**src/rtl/tick_timer_pkg.sv**
```systemverilog
`timescale 1ns/1ps
package tick_timer_pkg;
  localparam int ADDR_W = 3;

  typedef enum logic [ADDR_W-1:0] {
    REG_CTRL   = 3'd0,
    REG_LOAD   = 3'd1,
    REG_COUNT  = 3'd2,
    REG_MATCH  = 3'd3,
    REG_POSINC = 3'd4,
    REG_NEGINC = 3'd5,
    REG_IRQEN  = 3'd6,
    REG_STATUS = 3'd7
  } regAddr_e;

  localparam int FLAG_MATCH = 0;
  localparam int FLAG_OVF   = 1;
  localparam int FLAG_CAP   = 2;
  localparam int N_FLAGS    = 3;

  localparam int CTRL_RUN = 0;
  localparam int CTRL_AR  = 1;
  localparam int CTRL_MEN = 2;

  // strobes and mode bits handed from control to datapath each cycle
  typedef struct packed {
    logic step;
    logic countWr;
    logic accClr;
    logic autoReload;
    logic matchEn;
  } dpStrobe_t;
endpackage

```
**src/rtl/tick_datapath.sv**
```systemverilog
`timescale 1ns/1ps
module tick_datapath
  import tick_timer_pkg::*;
#(
  parameter int CNT_W = 32
) (
  input  logic             clk,
  input  logic             rstN,
  input  dpStrobe_t        strobe,
  input  logic [CNT_W-1:0] wrData,
  input  logic [CNT_W-1:0] loadVal,
  input  logic [CNT_W-1:0] matchVal,
  input  logic [CNT_W-1:0] posInc,
  input  logic [CNT_W-1:0] negInc,
  output logic [CNT_W-1:0] count,
  output logic             ovfEvt,
  output logic             matchEvt
);
  localparam int ACC_W = CNT_W + 1;
  localparam logic [CNT_W-1:0] CNT_MAX = '1;

  logic [CNT_W-1:0] countQ, nextCount;
  logic signed [ACC_W-1:0] accQ, accNext, posExt, negExt;
  logic stretch, atTop;

  assign posExt  = {posInc[CNT_W-1], posInc};
  assign negExt  = {negInc[CNT_W-1], negInc};
  assign stretch = accQ[ACC_W-1];
  assign atTop   = (countQ == CNT_MAX);

  always_comb begin
    nextCount = countQ;
    ovfEvt    = 1'b0;
    if (strobe.countWr) begin
      nextCount = wrData;
    end else if (strobe.step) begin
      if (atTop) begin
        ovfEvt    = 1'b1;
        nextCount = strobe.autoReload ? (loadVal - CNT_W'(stretch)) : '0;
      end else begin
        nextCount = countQ + 1'b1;
      end
    end
  end

  assign matchEvt = strobe.step & ~strobe.countWr & strobe.matchEn &
                    (nextCount == matchVal);

  always_comb begin
    accNext = accQ;
    if (strobe.accClr)
      accNext = '0;
    else if (ovfEvt && strobe.autoReload)
      accNext = accQ + (stretch ? posExt : negExt);
  end

  always_ff @(posedge clk) begin
    if (!rstN) begin
      countQ <= '0;
      accQ   <= '0;
    end else begin
      countQ <= nextCount;
      accQ   <= accNext;
    end
  end

  assign count = countQ;


  step_inc_chk: assert property (@(posedge clk) disable iff (!rstN)
    strobe.step && !strobe.countWr && !atTop |=> countQ == $past(countQ) + 1'b1);

  hold_chk: assert property (@(posedge clk) disable iff (!rstN)
    !strobe.step && !strobe.countWr |=> $stable(countQ));

  count_wr_chk: assert property (@(posedge clk) disable iff (!rstN)
    strobe.countWr |=> countQ == $past(wrData));

  reload_chk: assert property (@(posedge clk) disable iff (!rstN)
    strobe.step && !strobe.countWr && atTop && strobe.autoReload |=>
      (countQ == $past(loadVal)) || (countQ == $past(loadVal) - 1'b1));

  acc_clear_chk: assert property (@(posedge clk) disable iff (!rstN)
    strobe.accClr |=> accQ == '0);
endmodule

```
**src/rtl/tick_ctrl.sv**
```systemverilog
`timescale 1ns/1ps
module tick_ctrl
  import tick_timer_pkg::*;
#(
  parameter int CNT_W = 32
) (
  input  logic              clk,
  input  logic              rstN,
  input  logic              tickEn,
  input  logic              capEvent,
  input  logic              busWr,
  input  logic [ADDR_W-1:0] busAddr,
  input  logic [CNT_W-1:0]  busWData,
  input  logic [CNT_W-1:0]  count,
  input  logic              ovfEvt,
  input  logic              matchEvt,
  output dpStrobe_t         strobe,
  output logic [CNT_W-1:0]  loadVal,
  output logic [CNT_W-1:0]  matchVal,
  output logic [CNT_W-1:0]  posInc,
  output logic [CNT_W-1:0]  negInc,
  output logic [CNT_W-1:0]  busRData,
  output logic              irq
);
  regAddr_e addr;
  logic runQ, arQ, menQ, irqEnQ;
  logic [N_FLAGS-1:0] flagsQ, flagEvt, flagClr;
  logic wrCtrl, wrStatus;

  assign addr     = regAddr_e'(busAddr);
  assign wrCtrl   = busWr && (addr == REG_CTRL);
  assign wrStatus = busWr && (addr == REG_STATUS);

  assign strobe.step       = tickEn & runQ;
  assign strobe.countWr    = busWr && (addr == REG_COUNT);
  assign strobe.accClr     = wrCtrl & busWData[CTRL_RUN] & ~runQ;
  assign strobe.autoReload = arQ;
  assign strobe.matchEn    = menQ;

  always_comb begin
    flagEvt            = '0;
    flagEvt[FLAG_MATCH] = matchEvt;
    flagEvt[FLAG_OVF]   = ovfEvt;
    flagEvt[FLAG_CAP]   = capEvent;
    flagClr = wrStatus ? busWData[N_FLAGS-1:0] : '0;
  end

  always_ff @(posedge clk) begin
    if (!rstN) begin
      runQ     <= 1'b0;
      arQ      <= 1'b0;
      menQ     <= 1'b0;
      irqEnQ   <= 1'b0;
      flagsQ   <= '0;
      loadVal  <= '0;
      matchVal <= '0;
      posInc   <= '0;
      negInc   <= '0;
    end else begin
      if (wrCtrl) begin
        runQ <= busWData[CTRL_RUN];
        arQ  <= busWData[CTRL_AR];
        menQ <= busWData[CTRL_MEN];
      end else if (ovfEvt && !arQ) begin
        runQ <= 1'b0;
      end
      if (busWr && addr == REG_LOAD)   loadVal  <= busWData;
      if (busWr && addr == REG_MATCH)  matchVal <= busWData;
      if (busWr && addr == REG_POSINC) posInc   <= busWData;
      if (busWr && addr == REG_NEGINC) negInc   <= busWData;
      if (busWr && addr == REG_IRQEN)  irqEnQ   <= busWData[0];
      flagsQ <= (flagsQ & ~flagClr) | flagEvt;
    end
  end

  always_comb begin
    case (addr)
      REG_CTRL:   busRData = CNT_W'({menQ, arQ, runQ});
      REG_LOAD:   busRData = loadVal;
      REG_COUNT:  busRData = count;
      REG_MATCH:  busRData = matchVal;
      REG_POSINC: busRData = posInc;
      REG_NEGINC: busRData = negInc;
      REG_IRQEN:  busRData = CNT_W'(irqEnQ);
      REG_STATUS: busRData = CNT_W'(flagsQ);
      default:    busRData = '0;
    endcase
  end

  assign irq = flagsQ[FLAG_OVF] & irqEnQ;


  oneshot_stop_chk: assert property (@(posedge clk) disable iff (!rstN)
    ovfEvt && !arQ && !wrCtrl |=> !runQ);

  evt_wins_chk: assert property (@(posedge clk) disable iff (!rstN)
    ovfEvt |=> flagsQ[FLAG_OVF]);

  w1c_chk: assert property (@(posedge clk) disable iff (!rstN)
    wrStatus && busWData[FLAG_OVF] && !ovfEvt |=> !flagsQ[FLAG_OVF]);

  cap_set_chk: assert property (@(posedge clk) disable iff (!rstN)
    capEvent |=> flagsQ[FLAG_CAP]);
endmodule

```
**src/rtl/tick_timer.sv**
```systemverilog
`timescale 1ns/1ps
module tick_timer
  import tick_timer_pkg::*;
#(
  parameter int CNT_W = 32
) (
  input  logic              clk,
  input  logic              rstN,
  input  logic              tickEn,
  input  logic              capEvent,
  input  logic              busWr,
  input  logic [ADDR_W-1:0] busAddr,
  input  logic [CNT_W-1:0]  busWData,
  output logic [CNT_W-1:0]  busRData,
  output logic              irq
);
  dpStrobe_t strobe;
  logic [CNT_W-1:0] loadVal, matchVal, posInc, negInc, count;
  logic ovfEvt, matchEvt;

  tick_ctrl #(.CNT_W(CNT_W)) u_ctrl (
    .clk(clk), .rstN(rstN), .tickEn(tickEn), .capEvent(capEvent),
    .busWr(busWr), .busAddr(busAddr), .busWData(busWData),
    .count(count), .ovfEvt(ovfEvt), .matchEvt(matchEvt),
    .strobe(strobe), .loadVal(loadVal), .matchVal(matchVal),
    .posInc(posInc), .negInc(negInc), .busRData(busRData), .irq(irq)
  );

  tick_datapath #(.CNT_W(CNT_W)) u_dp (
    .clk(clk), .rstN(rstN), .strobe(strobe), .wrData(busWData),
    .loadVal(loadVal), .matchVal(matchVal), .posInc(posInc),
    .negInc(negInc), .count(count), .ovfEvt(ovfEvt), .matchEvt(matchEvt)
  );
endmodule

```
**config.mk**
```make
export PLATFORM = sky130hd
export DESIGN_NAME = tick_timer
export DESIGN_NICKNAME = d
export VERILOG_FILES = /design/src/rtl/tick_timer_pkg.sv /design/src/rtl/tick_datapath.sv /design/src/rtl/tick_ctrl.sv /design/src/rtl/tick_timer.sv
export SDC_FILE = /design/constraint.sdc
export NUM_CORES = 1
export LEC_CHECK = 0
export CAP_MARGIN = 10
export CORE_ASPECT_RATIO = 0.6
export CORE_MARGIN = 1
export CORE_UTILIZATION = 61
export DETAILED_ROUTE_END_ITERATION = 6
export MAX_ROUTING_LAYER = met4
export PLACE_DENSITY = 0.81
export SLEW_MARGIN = 20
export SYNTH_ARGS = -nofsm -noshare
export SYNTH_HDL_FRONTEND = slang
export SYNTH_SLANG_ARGS = --single-unit
```
**constraint.sdc**
```tcl
create_clock -name clk -period 4.4 [get_ports clk]
set_input_delay 0.44 -clock clk [delete_from_list [all_inputs] [get_ports clk]]
set_output_delay 0.44 -clock clk [all_outputs]
set_load 0.005 [all_outputs]
```
==> impl_metrics.csv, run 1 <==
group,metric,value,unit
sta,drv_slew,0,
sta,report.final.setup_viol,0,
worst_setup_path,cp_slowest_stage_delay,0.59,ns
worst_setup_path,crit_chain,"buf_4, mux2_2, ha_1, nand3_1, or4_1, a211oi_2, o31ai_2, o31ai_2, o21a_1, a211oi_1, buf_4, xnor2_1, a311oi_2",
cts,path_clk_slew,0.08,ns
synthesis,syn_area,12950,sq um
sta,hold_viol_final,0,
routing,drt_iter0_drc,2444,
worst_setup_path,startpoint,"u_dp.accQ[32]",
grt,groute.usage.overall,49.17,%
routing,via_per_inst,7.011,
cts,h-tree-depth,4,
synthesis,synth_top_area_cell,"dfxtp_1",
synthesis,yosys-top-cells-area,"dfxtp_1 (31%), nand2_1 (11%), a21oi_1 (8.5%)",
finish,area_delta_synth_final,15.12,%
worst_setup_path,worstSetupEndpoint,"u_dp.accQ[32]",
floorplan,dieWidth,190.1,um
synthesis,yosys_warnings,0,
cts,clk_path_buf_depth,2,
routing,final_antenna_net_count,0,
power_and_ir_drop,ir_worst_vdd,0.3165,mV
place,dp_hpwl,38.43,mm
worst_setup_path,startpoint_type,"flip-flop",
worst_setup_path,r2r_setup_slack,0.19,ns
worst_setup_path,regToRegEndpoint,"u_dp.accQ[32]",
flow_run,max_cap_viol_count,0,
synthesis,ys_ff_latch,200,
status,status,"complete, no violations",
routing,drc,0,
synthesis,synth_edf_count,0,
power_and_ir_drop,p_leak,0.005522,uW
sta,final.period_utilization,95.73,%
finish,final_cell_mix,"nand2_1 (374), a21oi_1 (219), dfxtp_1 (200)",
floorplan,placeableCoreArea,20420,sq um
worst_setup_path,setup.worst_path.class,"flip-flop to flip-flop",
synthesis,synth_ff_type,"dfxtp_1",
grt,antenna_found_initial,0,
sta,finalCriticalPeriod,4.212,ns
sta,finalSetupTns,0,ns
routing,first_pass_iters,7,
worst_setup_path,cp_slowest_cell,"or4_1",
floorplan,fp.dieH,114.9,um
cts,cts_made_buffers,17,
finish,diodes,0,
synthesis,synth_nets,1815,
routing,routedWlPerCell,25.33,um
finish,final_net_count,1876,
worst_setup_path,r2r_cells,13,
synthesis,syn_inst,1739,
floorplan,dieArea,21840,sq um
worst_hold_path,hp-start,"u_dp.accQ[19]",
sta,rsz0062_at_grt,"false",
grt,grt_pass1_wl,78.38,mm
worst_setup_path,crit_path_end_kind,"flip-flop",
cts,clock_latency,0.47,ns
cts,cts_root_buf,"clkbuf_16",
finish,nFillCells,1536,
synthesis,yosysSeqAreaShare,30.91,%
finish,final_common_cell,"nand2_1",
routing,route.vias.total,14625,
place,routabilityCongestion,1.156,
cts,cts_tree,"done",
finish,post-route-util,73.03,%
worst_setup_path,cp_data_arrival_time,4.54,ns
worst_hold_path,min_path_cells,2,
floorplan,rows,40,
sta,finClkSkew,0.01318,ns
worst_setup_path,regToRegStartpoint,"u_dp.accQ[32]",
grt,grt-ovfl-total,0,
cts,cts_sinks,200,
synthesis,syn_area_per_cell,7.449,sq um
sta,slew_headroom,26.72,%
sta,tightest_slew,1.098,ns
cts,cts_hold_buf,0,
synthesis,synth.distinct_cells,77,
worst_hold_path,hold_path.class,"flip-flop to flip-flop",
cts,cts_setup_buffers,0,
grt,grt_pass1_vias,13375,
synthesis,postSynth.asyncResetShare,0,%
grt,grt_start_max_net_pins,57,
synthesis,synth_top_area_share,30.91,%
sta,fmax,237.4,MHz
routing,routed_wl,52.83,mm
floorplan,io_pins,73,
floorplan,start_util,63.44,%
power_and_ir_drop,powerDensity,266.4,nW/um^2
worst_setup_path,cp_max_fo,18,
place,io_buffers,72,
worst_setup_path,required,4.72,ns
finish,drive_gt1_share,12.63,%
[what timing repair did]
action / 4_1_cts / 5_1_grt
setup endpoints to repair: 1 / 4
pin swaps: 0 / 0
gates resized for setup: 1 / 6
[sequential cells by signal, indices dropped and copies added, names as in the netlist, 3 cells and up]
name and cells:
u_ctrl.negInc 32, u_ctrl.loadVal 32, u_ctrl.flagsQ 3, u_dp.accQ 33
u_ctrl.matchVal 32, u_ctrl.posInc 32, u_dp.count 32
[kinds of logic after synthesis]
group	share of synthesized area, %
compound gates	21.68
mux	9.958
flops	30.91
simple gates	25.69
buf+inv	4.231
fa+ha+maj	3.535
xor+xnor	3.989
[stage by stage]
stage	hold slack, ns	instance area [sq um]	setup slack, ns	total power [uW]	cells
CTS	0.4647	14880	0.02259	3929	2086
global placement	0.4423	14290	0.2462	2355	2054
global route	0.4760	14910	0.01870	4044	2086
floorplan	0.4356	12950	0.5831	2167	1739
finish	0.4632	14910	0.1878	3973	2086
detailed placement	0.4553	14290	-0.1114	2364	2054
[layer usage]
layer / vias up / GRT usage (%) / share of wire, %
met5: - / - / 0
met4: 0 / 19.95 / 4.4
met2: 1253 / 68.91 / 40
met1: 6767 / 64.77 / 39
li1: 6383 / - / -
met3: 222 / 15.90 / 16
[worst max-delay path, delay by kind of cell, from the launching register on]
kind,cells,cell delay [ns]
adder cells (fa/ha/maj),1,0.39
buffers and inverters,2,0.44
flip-flops,1,0.34
AO/OA/AOI/OAI,6,1.64
AND/OR/NAND/NOR,2,0.74
multiplexers,1,0.37
XOR/XNOR,1,0.14
[worst min path at each step]
stage,endpoint,slack (ns)
2_1_floorplan,u_dp.accQ[0],0.44
3_3_place_gp,u_dp.accQ[18],0.44
3_5_place_dp,u_dp.accQ[16],0.46
4_1_cts,u_dp.accQ[25],0.46
5_1_grt,u_dp.accQ[15],0.48
6_report,u_dp.accQ[19],0.46
[cells in the mapped netlist (6+ instances only)]
master and number:
a211oi_1 6, and3_1 17, o21ai_0 56, o211ai_1 13, o21a_1 11, clkbuf_1 107
or3_1 16, buf_2 6, nor3_1 33, o22ai_1 38, mux2_2 65, xnor2_1 32
a21o_1 20, nand4_1 23, nor2_1 99, a31oi_1 11, or2_2 6, nand3_1 47
buf_1 8, mux2i_1 52, nand2b_1 16, o31ai_1 9, or4_1 19, dfxtp_1 200
nand2_1 374, inv_1 18, and4_1 6, a22oi_1 30, ha_1 35, and2_1 9
a21oi_1 219, nor4_1 29, xor2_1 27
[where the power goes]
group	switching [uW]	total [uW]	internal, uW	leakage [uW]
Combinational	296	463	167	0.00362
Clock	861	1620	758	0.000282
Sequential	47.1	1890	1840	0.00162
Total	1200	3970	2770	0.00552
[area by class of cell]
class | count | area (sq um) | area share, %
Clock buffer | 17 | 425.4 | 2.853
Timing Repair Buffer | 164 | 1436 | 9.633
Multi-Input combinational cell | 1397 | 8468 | 56.79
Tap cell | 273 | 341.6 | 2.291
Sequential cell | 200 | 4004 | 26.85
Inverter | 20 | 77.57 | 0.5202
Clock inverter | 15 | 158.9 | 1.066
No activity file was read; power rests on OpenSTA's default activity.
==> inputs of run 2 (changes only) <==
--- a/config.mk
+++ b/config.mk
@@ -9,6 +9,7 @@
 export CORE_ASPECT_RATIO = 0.6
 export CORE_MARGIN = 1
-export CORE_UTILIZATION = 61
+export CORE_UTILIZATION = 65
 export DETAILED_ROUTE_END_ITERATION = 6
+export DONT_BUFFER_PORTS = 1
 export MAX_ROUTING_LAYER = met4
 export PLACE_DENSITY = 0.81
==> constraint.sdc (replaced) <==
create_clock -name clk -period 4.4 [get_ports clk]
set_input_delay 0.66 -clock clk [delete_from_list [all_inputs] [get_ports clk]]
set_output_delay 0.66 -clock clk [all_outputs]
set_load 0.005 [all_outputs]
==> run 2 against run 1 <==
  * The flow now finishes with violations (design-rule violations)
  * Non-clock buffer count fell by 81
  * First-iteration DRC count is 4.1% higher
  * Fmax decreased by 1.3%
  * Hold slack worse by 0.16 ns
  * Sequential share of layout area grew 1.4 points
  * Via count decreased by 2.7%
  * Sequential cell count is the same
  * Die area down 6.1%
  * Power up 1.3%
  * Critical endpoint is now u_dp.accQ[31]
==> impl_metrics.csv, run 2 (synthesis gave the netlist of run 1 again) <==
group,metric,value,unit
floorplan,placeableCoreArea,19270,sq um
power_and_ir_drop,p_leak,0.005251,uW
cts,cts_sinks,200,
floorplan,io_pins,73,
worst_setup_path,cp_data_arrival_time,4.68,ns
worst_setup_path,required,4.81,ns
worst_setup_path,cp_slowest_cell,"or4_1",
flow_run,max_cap_viol_count,0,
finish,largest_reg_flops,33,
sta,slew_headroom,29.14,%
routing,drt_iter0_drc,2543,
worst_setup_path,crit_path_end_kind,"flip-flop",
sta,drv_slew,0,
status,status,"complete, but fails checks",
sta,finalWorstSetupSlack,0.1317,ns
worst_setup_path,cp_max_fo,18,
cts,cts_made_buffers,17,
worst_hold_path,hold_path.class,"input port to flip-flop",
floorplan,fp.dieH,111.4,um
worst_hold_path,hold_end,"u_ctrl.matchVal[16]",
place,io_buffers,0,
routing,route.vias.total,14224,
worst_setup_path,setup.worst_path.class,"flip-flop to flip-flop",
worst_setup_path,regToRegStartpoint,"u_dp.accQ[32]",
cts,cts_resized,0,
cts,h-tree-depth,4,
routing,routedWlPerCell,25.24,um
place,place_ws,0.2883,ns
routing,via_per_inst,7.105,
sta,final.period_utilization,97.01,%
grt,met2_usage,68.43,%
sta,report.final.setup_viol,0,
routing,final_antenna_net_count,0,
grt,busiest_layer,"met2",
routing,drc,2,
finish,final_area,14170,sq um
worst_setup_path,crit_chain,"buf_4, mux2_2, ha_1, nand3_1, or4_1, o22ai_1, o311a_1, o41ai_2, o21ai_0, a31oi_1, or4_1, nand3_1",
finish,final_net_count,1795,
worst_setup_path,r2r_cells,12,
grt,grt_use_met1,65.23,%
grt,grt-ovfl-total,0,
cts,clk_path_buf_depth,2,
finish,drive_gt1_share,12.36,%
floorplan,dieWidth,184.3,um
routing,routed_wl,50.54,mm
sta,finalSetupTns,0,ns
grt,grt_pass1_wl,75.88,mm
worst_setup_path,cp_slowest_stage_delay,0.60,ns
finish,area_delta_synth_final,9.360,%
worst_setup_path,startpoint,"u_dp.accQ[32]",
place,dp_hpwl,36.54,mm
cts,path_clk_slew,0.09,ns
routing,first_pass_iters,7,
worst_setup_path,r2r_setup_slack,0.13,ns
grt,grtUsageMet3,22.83,%
sta,finClkSkew,0.01774,ns
cts,cts_tree,"done",
sta,finalCriticalPeriod,4.268,ns
power_and_ir_drop,ir_worst_vdd,0.2980,mV
floorplan,dieArea,20520,sq um
sta,tightest_slew,1.063,ns
finish,final_cell_mix,"nand2_1 (373), a21oi_1 (219), dfxtp_1 (200)",
floorplan,rows,39,
grt,grt_pass1_vias,13035,
floorplan,start_util,67.21,%
grt,antenna_found_initial,4,
finish,final_common_cell,"nand2_1",
place,place_area,13480,sq um
sta,fmax,234.3,MHz
grt,grt_start_max_net_pins,95,
place,routabilityCongestion,1.167,
worst_hold_path,min_path_cells,2,
sta,hold_viol_final,0,
cts,cts_root_buf,"clkbuf_16",
status,violations,"design-rule violations",
power_and_ir_drop,powerDensity,284.2,nW/um^2
worst_setup_path,regToRegEndpoint,"u_dp.accQ[31]",
grt,groute.usage.overall,50.49,%
finish,top_register,"u_dp.accQ",
worst_setup_path,startpoint_type,"flip-flop",
cts,cts_hold_buf,0,
cts,clock_latency,0.48,ns
cts,cts_setup_buffers,0,
worst_hold_path,hp-start,"busWData[16]",
==> run 2: cell types whose count changed in the layout (fill, tap and decap cells not counted), moves of 3 or more <==
cell             delta
diode_2             +4
inv_6               -3
clkinv_8            -4
bufinv_16           +4
clkdlybuf4s50_1    -69
buf_4               -8
==> run 2: through the flow <==
| stage | total power, uW | std cells | hold slack (ns) | util [%] |
|---|---|---|---|---|
| 4_1_cts | 3970 | 1998 | 0.3184 | 73.28 |
| 2_1_floorplan | 2167 | 1739 | 0.4356 | - |
| 3_5_place_dp | 2238 | 1966 | 0.4499 | 69.95 |
| 5_1_grt | 4085 | 2002 | 0.3120 | 73.50 |
| 6_report | 4027 | 2002 | 0.3054 | 73.50 |
| 3_3_place_gp | 2230 | 1966 | 0.4424 | 69.95 |
==> run 2: power by group <==
| part | leakage (uW) | internal (uW) | switching [uW] | total (uW) |
|---|---|---|---|---|
| Clock | 0.000307 | 972 | 836 | 1810 |
| Combinational | 0.00333 | 119 | 209 | 327 |
| Sequential | 0.00162 | 1840 | 47.9 | 1890 |
==> run 2: worst max-delay path: cells and delay by family (launching register included) <==
kind	cells	cell delay, ns
AOI/OAI and AO/OA	5	1.45
adders and majority gates	1	0.36
buffers and inverters	1	0.29
DFF	1	0.35
muxes	1	0.37
and+or+nand+nor	4	1.37
==> run 2: worst max path at each step <==
stage / end / slack (ns) / cells past startpoint
2_1_floorplan: u_dp.accQ[32] / 0.58 / 16
3_3_place_gp: u_ctrl.flagsQ[0] / 0.36 / 13
3_5_place_dp: u_dp.accQ[32] / 0.29 / 14
4_1_cts: u_dp.accQ[29] / 0.04 / 14
5_1_grt: u_dp.accQ[32] / -0.006 / 17
6_report: u_dp.accQ[31] / 0.13 / 12
==> run 2: layer usage <==
metal | wire length [um] | part of all wire [%]
met2 | 20090 | 40
met5 | 0 | 0
met3 | 9016 | 18
met4 | 1806 | 3.6
met1 | 19620 | 39
==> run 2: final cells by class <==
type / count / area (sq um)
Multi-Input combinational cell: 1397 / 8464
Fill cell: 1467 / 5109
Sequential cell: 200 / 4004
Timing Repair Buffer: 83 / 635.6
Clock buffer: 18 / 429.2
Tap cell: 266 / 332.8
Clock inverter: 14 / 212.7
Inverter: 20 / 77.57
Antenna cell: 4 / 10.01
